$ cat config.mk
export PLATFORM = sky130hd
export DESIGN_NAME = updn_cap_timer
export DESIGN_NICKNAME = d
export VERILOG_FILES = /design/src/rtl/ucap_pkg.sv /design/src/rtl/ucap_edge.sv /design/src/rtl/ucap_ctrl.sv /design/src/rtl/ucap_count.sv /design/src/rtl/updn_cap_timer.sv
export SDC_FILE = /design/constraint.sdc
export NUM_CORES = 1
export LEC_CHECK = 0
export CAP_MARGIN = 40
export CORE_ASPECT_RATIO = 0.6
export CORE_UTILIZATION = 45
export CTS_BUF_LIST = sky130_fd_sc_hd__clkbuf_8
export DETAILED_ROUTE_END_ITERATION = 6
export PLACE_DENSITY = 0.65
export SKIP_LAST_GASP = 1
export SLEW_MARGIN = 40
export SYNTH_ARGS = -nofsm -noshare
export SYNTH_HDL_FRONTEND = slang
export SYNTH_HIERARCHICAL = 1
export SYNTH_SLANG_ARGS = --single-unit
$ cat constraint.sdc
create_clock -name clk -period 2.4 [get_ports clk]
set_clock_uncertainty 0.05 [all_clocks]
set_input_delay 0.24 -clock clk [delete_from_list [all_inputs] [get_ports clk]]
set_output_delay 0.24 -clock clk [all_outputs]
set_load 0.02 [all_outputs]
$ cat src/rtl/ucap_pkg.sv
package ucap_pkg;
  localparam int CB_OVF  = 7;
  localparam int CB_EXT  = 6;
  localparam int CB_BAUD = 5;
  localparam int CB_XEN  = 3;
  localparam int CB_RUN  = 2;
  localparam int CB_CSEL = 1;
  localparam int CB_CAP  = 0;

  localparam logic [7:0] CTRL_MASK = 8'hEF;

  typedef enum logic [2:0] {
    RS_CTRL = 3'd0,
    RS_MODE = 3'd1,
    RS_CNTL = 3'd2,
    RS_CNTH = 3'd3,
    RS_RLDL = 3'd4,
    RS_RLDH = 3'd5
  } reg_sel_e;

  typedef struct packed {
    logic baud;
    logic xen;
    logic run;
    logic csel;
    logic cap;
    logic dn;
  } ucap_cfg_t;
endpackage

$ cat src/rtl/ucap_edge.sv
module ucap_edge #(
  parameter int W = 2
) (
  input  logic         clk,
  input  logic         rst_n,
  input  logic [W-1:0] din,
  output logic [W-1:0] fall
);
  logic [W-1:0] s_now, s_old;

  always_ff @(posedge clk) begin
    if (!rst_n) begin
      s_now <= '0;
      s_old <= '0;
    end else begin
      s_now <= din;
      s_old <= s_now;
    end
  end

  assign fall = s_old & ~s_now;

  // a trigger edge is reported for a single cycle only
  p_fall_single_r6: assert property (@(posedge clk) disable iff (!rst_n)
    (fall != '0) |=> ((fall & $past(fall)) == '0));
endmodule

$ cat src/rtl/ucap_ctrl.sv
module ucap_ctrl
  import ucap_pkg::*;
#(
  parameter int ADDR_W = 3
) (
  input  logic              clk,
  input  logic              rst_n,
  input  logic              wr,
  input  logic [ADDR_W-1:0] addr,
  input  logic [7:0]        wdata,
  input  logic              ovf_set,
  input  logic              ext_set,
  output logic [7:0]        ctrl_q,
  output logic              dn_q
);
  logic ctrl_wr, mode_wr;
  assign ctrl_wr = wr && (addr == ADDR_W'(RS_CTRL));
  assign mode_wr = wr && (addr == ADDR_W'(RS_MODE));

  always_ff @(posedge clk) begin
    if (!rst_n) begin
      ctrl_q <= '0;
      dn_q   <= 1'b0;
    end else begin
      if (ctrl_wr) ctrl_q <= wdata & CTRL_MASK;
      if (ovf_set) ctrl_q[CB_OVF] <= 1'b1;
      if (ext_set) ctrl_q[CB_EXT] <= 1'b1;
      if (mode_wr) dn_q <= wdata[0];
    end
  end

  // flags are never dropped by hardware
  p_ovf_hold_r9: assert property (@(posedge clk) disable iff (!rst_n)
    (ctrl_q[CB_OVF] && !ctrl_wr) |=> ctrl_q[CB_OVF]);
  p_ext_hold_r9: assert property (@(posedge clk) disable iff (!rst_n)
    (ctrl_q[CB_EXT] && !ctrl_wr) |=> ctrl_q[CB_EXT]);
  // baud mode never raises the overflow flag
  p_baud_noflag_r10: assert property (@(posedge clk) disable iff (!rst_n)
    (ctrl_q[CB_BAUD] && !ctrl_q[CB_OVF] && !ctrl_wr) |=> !ctrl_q[CB_OVF]);
endmodule

$ cat src/rtl/ucap_count.sv
module ucap_count
  import ucap_pkg::*;
#(
  parameter int CNT_W    = 16,
  parameter int ADDR_W   = 3,
  parameter int CNT_BASE = 2
) (
  input  logic              clk,
  input  logic              rst_n,
  input  logic              wr,
  input  logic [ADDR_W-1:0] addr,
  input  logic [7:0]        wdata,
  input  ucap_cfg_t         cfg,
  input  logic              tick_en,
  input  logic              cnt_fall,
  input  logic              trig_lvl,
  input  logic              trig_fall,
  output logic [CNT_W-1:0]  cnt_q,
  output logic [CNT_W-1:0]  rld_q,
  output logic              ovf_set,
  output logic              ext_set,
  output logic              baud_tick
);
  localparam int NB = CNT_W / 8;
  localparam logic [CNT_W-1:0] ALL1 = '1;

  logic [NB-1:0] cnt_bwr, rld_bwr;
  for (genvar b = 0; b < NB; b++) begin : g_lane
    assign cnt_bwr[b] = wr && (addr == ADDR_W'(CNT_BASE + b));
    assign rld_bwr[b] = wr && (addr == ADDR_W'(CNT_BASE + NB + b));
  end

  logic cap_mode, updn, dir_up, cnt_evt, ext_load, cap_evt, ovf_evt;
  assign cap_mode = cfg.cap && !cfg.baud;
  assign updn     = cfg.dn && !cfg.cap && !cfg.baud;
  assign dir_up   = !updn || trig_lvl;
  assign cnt_evt  = cfg.run && (cfg.csel ? cnt_fall : tick_en);
  assign ext_load = !cfg.cap && !cfg.baud && !updn && cfg.xen && trig_fall;
  assign cap_evt  = cap_mode && cfg.xen && trig_fall;

  logic [CNT_W-1:0] cnt_d, rld_d;

  always_comb begin
    cnt_d   = cnt_q;
    ovf_evt = 1'b0;
    if (|cnt_bwr) begin
      for (int b = 0; b < NB; b++)
        if (cnt_bwr[b]) cnt_d[b*8 +: 8] = wdata;
    end else if (ext_load) begin
      cnt_d = rld_q;
    end else if (cnt_evt) begin
      if (dir_up) begin
        if (cnt_q == ALL1) begin
          ovf_evt = 1'b1;
          cnt_d   = cap_mode ? '0 : rld_q;
        end else begin
          cnt_d = cnt_q + 1'b1;
        end
      end else begin
        if (cnt_q == rld_q) begin
          ovf_evt = 1'b1;
          cnt_d   = ALL1;
        end else begin
          cnt_d = cnt_q - 1'b1;
        end
      end
    end
  end

  always_comb begin
    rld_d = rld_q;
    if (cap_evt) rld_d = cnt_q;
    for (int b = 0; b < NB; b++)
      if (rld_bwr[b]) rld_d[b*8 +: 8] = wdata;
  end

  assign ovf_set = ovf_evt && !cfg.baud;
  assign ext_set = cfg.xen && trig_fall && !updn;

  always_ff @(posedge clk) begin
    if (!rst_n) begin
      cnt_q     <= '0;
      rld_q     <= '0;
      baud_tick <= 1'b0;
    end else begin
      cnt_q     <= cnt_d;
      rld_q     <= rld_d;
      baud_tick <= ovf_evt && cfg.baud;
    end
  end

  // stopped counter holds its value
  p_halt_r2: assert property (@(posedge clk) disable iff (!rst_n)
    (!cfg.run && !(|cnt_bwr) && !ext_load) |=> $stable(cnt_q));
  // up rollover outside capture mode lands on the reload value
  p_up_wrap_r4: assert property (@(posedge clk) disable iff (!rst_n)
    (cnt_evt && dir_up && !cap_mode && cnt_q == ALL1 && !(|cnt_bwr) && !(|rld_bwr) && !ext_load)
    |=> (cnt_q == $past(rld_q)));
  // down step at the reload value wraps to all ones
  p_down_wrap_r5: assert property (@(posedge clk) disable iff (!rst_n)
    (cnt_evt && !dir_up && cnt_q == rld_q && !(|cnt_bwr) && !ext_load) |=> (cnt_q == ALL1));
  // capture copies the count exactly
  p_capture_r7: assert property (@(posedge clk) disable iff (!rst_n)
    (cap_evt && !(|rld_bwr)) |=> (rld_q == $past(cnt_q)));
  // baud pulses only follow a cycle in baud mode
  p_tick_baud_r10: assert property (@(posedge clk) disable iff (!rst_n)
    baud_tick |-> $past(cfg.baud));
endmodule

$ cat src/rtl/updn_cap_timer.sv
module updn_cap_timer
  import ucap_pkg::*;
#(
  parameter int CNT_W  = 16,
  parameter int ADDR_W = 3
) (
  input  logic              clk,
  input  logic              rst_n,
  input  logic              reg_wr,
  input  logic [ADDR_W-1:0] reg_addr,
  input  logic [7:0]        reg_wdata,
  output logic [7:0]        reg_rdata,
  input  logic              tick_en,
  input  logic              cnt_in,
  input  logic              trig_in,
  output logic              ovf_flag,
  output logic              ext_flag,
  output logic              irq,
  output logic              baud_tick
);
  localparam int NB       = CNT_W / 8;
  localparam int CNT_BASE = int'(RS_CNTL);

  logic [7:0]       ctrl_q;
  logic             dn_q;
  logic [1:0]       pin_fall;
  logic             ovf_set, ext_set;
  logic [CNT_W-1:0] cnt_q, rld_q;
  ucap_cfg_t        cfg;

  assign cfg = '{baud: ctrl_q[CB_BAUD], xen: ctrl_q[CB_XEN], run: ctrl_q[CB_RUN],
                 csel: ctrl_q[CB_CSEL], cap: ctrl_q[CB_CAP], dn: dn_q};

  ucap_edge #(.W(2)) u_edge (
    .clk  (clk),
    .rst_n(rst_n),
    .din  ({trig_in, cnt_in}),
    .fall (pin_fall)
  );

  ucap_ctrl #(.ADDR_W(ADDR_W)) u_ctrl (
    .clk    (clk),
    .rst_n  (rst_n),
    .wr     (reg_wr),
    .addr   (reg_addr),
    .wdata  (reg_wdata),
    .ovf_set(ovf_set),
    .ext_set(ext_set),
    .ctrl_q (ctrl_q),
    .dn_q   (dn_q)
  );

  ucap_count #(.CNT_W(CNT_W), .ADDR_W(ADDR_W), .CNT_BASE(CNT_BASE)) u_count (
    .clk      (clk),
    .rst_n    (rst_n),
    .wr       (reg_wr),
    .addr     (reg_addr),
    .wdata    (reg_wdata),
    .cfg      (cfg),
    .tick_en  (tick_en),
    .cnt_fall (pin_fall[0]),
    .trig_lvl (trig_in),
    .trig_fall(pin_fall[1]),
    .cnt_q    (cnt_q),
    .rld_q    (rld_q),
    .ovf_set  (ovf_set),
    .ext_set  (ext_set),
    .baud_tick(baud_tick)
  );

  always_comb begin
    reg_rdata = '0;
    if (reg_addr == ADDR_W'(RS_CTRL)) reg_rdata = ctrl_q;
    if (reg_addr == ADDR_W'(RS_MODE)) reg_rdata = {7'b0, dn_q};
    for (int b = 0; b < NB; b++) begin
      if (reg_addr == ADDR_W'(CNT_BASE + b))      reg_rdata = cnt_q[b*8 +: 8];
      if (reg_addr == ADDR_W'(CNT_BASE + NB + b)) reg_rdata = rld_q[b*8 +: 8];
    end
  end

  assign ovf_flag = ctrl_q[CB_OVF];
  assign ext_flag = ctrl_q[CB_EXT];
  assign irq      = ovf_flag || ext_flag;

  // a raised request always traces back to a set flag
  p_irq_source_r8: assert property (@(posedge clk) disable iff (!rst_n)
    $rose(irq) |-> (ovf_flag || ext_flag));
endmodule

==> summary by stage <==
Setup path
The largest single stage delay on the critical path is roughly 480 ps. The type of the worst setup path is reg2reg. The worst setup path is launched from a flop. The endpoint class of the critical path is a flop. The worst-case reg-to-reg path depth is 10.

The end point of the critical path is u_ctrl/ctrl_q[7]. The endpoint of the worst-slack reg-to-reg timing path is u_ctrl/ctrl_q[7]. The critical path's slowest cell is dfxtp_1. The required time of the worst setup path is between 2000 and 3000 ps.

The setup check on the worst reg-to-reg path leaves a slack of approximately 7.6 ps. The startpoint of the most critical setup path is u_count/cnt_q[15]. The origin of the critical flop-to-flop path is u_count/cnt_q[15]. Data on the critical path arrives at its endpoint at roughly 2600 ps.

Of all nets on the critical path, the largest fanout is 5. The critical path goes through xor2_1 -> nor4_1 -> buf_4 -> nand4_1 -> nand2_1 -> nor4b_4 -> buf_4 -> nor2_1 -> nand2_1 -> o311a_2.

Synthesis
The synthesized netlist devotes 8.85% of its cell area to XOR and XNOR gates. The synthesized design contains 45 register bits. The synthesized area divided by synthesized cell count is roughly 7.7 sq um. Synthesis handed over a netlist of between 400 and 500 instances. The number of nets in the synthesized netlist is roughly 510. The dominant register cell in the synthesized netlist is dfxtp_1. The cell accounting for the most synthesized area is dfxtp_1. The area of the mapped netlist is 3760 sq um.

The number of warnings reported in the yosys synthesis log is 6. The post-synthesis compound-gate area fraction is approximately 23%. After synthesis, the largest area contributor takes up a little under a quarter of total cell area. The portion of synthesized area spent on multiplexers is around 6.8%.

By area, the combinational part of the netlist is dominated by simple AND/OR/NAND/NOR gates. After Yosys synthesis, and, or, nand and nor cells account for around 30% of the synthesized area. The count of distinct cell types in the synthesized netlist is 63. Sequential elements use between 20% and 30% of the synthesized area.

In this run, synthesis inferred 0 flip-flops with an integrated enable. The proportion of synthesized flip-flops having asynchronous set or reset is 0%. Of the total synthesized cell area, the portion taken by full adders, half adders and majority gates is less than 1%.

By area the synthesized netlist is led by dfxtp_1 24%, xor2_1 6.3%, mux2i_1 5.9%, nand2_1 4.9%, nor2b_1 4.3%.

Clocking
The tree is rooted in a clkbuf_8. The clock network latency to the later pin of the worst-skew pair is 310 ps. Clock tree synthesis found a total of 45 sinks. The clock passes through at most 2 buffers. The clock slew seen by the registers of the worst setup and hold paths is 100 ps. The total number of H-tree levels is 2. TritonCTS built the clock tree. Clock tree synthesis inserted a total of 5 buffers.

Worst hold path
The worst hold path belongs to the class reg2reg. The worst hold path stage count is 1.

Pwr
For this design the static power due to leakage is about 2.2 nW. Power spread over the standard cell area amounts to just over 400 nW/um^2. The highest ir drop seen on vdd is around 0.28 mV.

Floorplan
The overall die area is around 8700 sq um. The area of the core is roughly 8000 sq um. Once the floorplan was initialized, standard cells occupied 47.2% of the core. The initialized floorplan defines 25 standard-cell rows.

In this run the count of I/O pins placed on the die edge is 29. The die span in y is between 70 and 80 um. The chip width is around 120 um.

STA
Setup repair after global routing could not meet its margin everywhere. Measured against its own limit, the worst slew margin works out to between 40% and 50%. The number of endpoints failing setup at the final stage is 0. For the finished layout, the period the worst path requires is about 2400 ps. The final period utilization is between 90 and 100%. For the pin with the worst max-slew slack, the measured transition is ~800 ps. The fmax is between 400 and 500 MHz. The final number of hold-violating endpoints is 0. The worst setup slack after layout is around 7.6 ps. The post-route setup TNS is 0 ps. The max-slew violation count is 0. The worst hold slack across all endpoints is between 400 and 500 ps.

GRT
The number of antenna violations at the first check in global routing is 0. The first-pass GRT wire length is around 23000 um. The number of global-route vias before repair was around 3900. After global routing the overflow that remains totals 0. Entering global routing, the biggest net connects 25 pins.

The overall track demand over capacity in global routing is between 30% and 40%.

Finish
The core occupancy in the finished layout is 59.3%. The number of nets in the final layout is 582. Leaving out filler cells and counting taps, the final layout contains about 670. Cells with a size suffix above 1 make up approximately a fifth of the layout. The layout overhead on the synthesized area is 25.8%. The repair_antennas step left the layout with diodes totalling 0.

Routing
Once detail routing completed, the nets flagged for antenna violations numbered 0. The initial DRC count is between 500 and 600. In the routed design, unresolved DRC markers number 0. The number of vias per cell after detailed routing is roughly 6.3.

The detailed-route wire length per cell is between 20 and 25 um. The routed wire length is roughly 15000 um. The first TritonRoute pass finished after 5 iterations. The via count is roughly 4300.

Placement
The estimated wirelength of the detail-placed design is approximately 11000 um. The instance count after placement with tap cells included is about 660. Prior to clock tree synthesis, the placed netlist has a worst setup slack of -378 ps. The congestion estimate from routability-driven global placement came to a little over 0.9. Port buffering added 28 buffers.

Job
Across the run, the number of max-cap violations was 0.

Outcome
The run finished with clean final reports.
-- where the power goes --
part / switching, mW / internal (mW) / leakage [nW]
combinational: 0.316 / 0.266 / 1.81
sequential: 0.0504 / 0.779 / 0.369
clock: 0.304 / 0.202 / 0.0416
-- logic make-up after synthesis --
| logic type | count (synthesis) |
|---|---|
| xor gates and xnor gates | 38 |
| AOI/OAI and AO/OA | 119 |
| and+or+nand+nor | 209 |
| buffers and inverters | 48 |
| other | 1 |
| muxes | 24 |
| adders and majority gates | 2 |
| DFF | 45 |
-- per-layer routing --
metal  GRT usage [%]  wire (um)
met5               0          0
met4            6.67        199
met3            12.0       1920
met2            48.1       5810
met1            51.5       6730
-- what timing repair did --
action,4_1_cts,5_1_grt
endpoints found under the setup margin,19,19
endpoints found under the hold margin,0,0
setup buffers,0,0
hold buffers,0,0
resized for setup,10,11
-- sequential cells by signal (all words and copies together), names as in the netlist --
name and flops:
u_count/baud_tick 1, u_count/cnt_q 16, u_count/rld_q 16, u_ctrl/ctrl_q 7, u_ctrl/dn_q 1, u_edge/s_now 2, u_edge/s_old 2
-- cell usage after synthesis, drive strengths merged, types with 3 or more instances --
cell	instances
a2111oi	5
a211oi	3
a21oi	10
a31oi	7
and2	13
buf	16
clkbuf	27
dfxtp	45
inv	5
mux2i	22
nand2	49
nand2b	4
nand3	14
nand3b	3
nand4	6
nor2	31
nor2b	26
nor3	22
nor3b	7
nor4	10
nor4b	4
o211a	16
o211ai	11
o21ai	32
o221ai	7
o22ai	4
o311a	9
or2	4
or3	5
or4	4
xnor2	11
xor2	27
-- worst max-delay path, delay by kind of cell (launching register included) --
family                    cells  cell delay (ps)
AOI/OAI and AO/OA             1              160
buffers and inverters         2              370
DFF                           1              480
and+or+nand+nor               6             1170
xor gates and xnor gates      1              100
-- cell usage in the layout (no fill, tap or decap), drive strengths merged, types with 6 or more instances in the layout --
cell / instances
dfxtp: 45
buf: 85
mux2i: 22
nor3: 22
nor2: 31
nor2b: 26
o21ai: 32
and2: 13
a21oi: 10
nor4: 10
o211a: 16
inv: 6
o311a: 9
nand2: 49
o211ai: 11
nand3: 14
xnor2: 11
xor2: 27
nand4: 6
clkdlybuf4s50: 21
nor3b: 7
a31oi: 7
o221ai: 7
-- per-stage QoR --
stage,total power [mW],instance area (sq um)
CTS,1.90,4700
global route,2.00,4730
global placement,1.40,4610
detailed placement,1.40,4610
floorplan,1.17,3760
finish,1.92,4730
-- worst min-delay path by stage --
stage,slack (ps),start,end
2_1_floorplan,310,cnt_in,u_edge/s_now[0]
3_3_place_gp,380,u_edge/s_now[0],u_edge/s_old[0]
3_5_place_dp,400,u_edge/s_now[1],u_edge/s_old[1]
4_1_cts,420,cnt_in,u_edge/s_now[0]
5_1_grt,420,cnt_in,u_edge/s_now[0]
6_report,420,u_edge/s_now[1],u_edge/s_old[1]
-- layout make-up --
cell class | instances | area, sq um
clock buffer | 5 | 68.8
tap | 108 | 135
fill | 765 | 3240
multi-input combinational | 393 | 2660
sequential | 45 | 907
timing repair buffer | 113 | 921
clock inverter | 3 | 18.8
inverter | 5 | 18.8
Power figures use the tool's default switching activity.
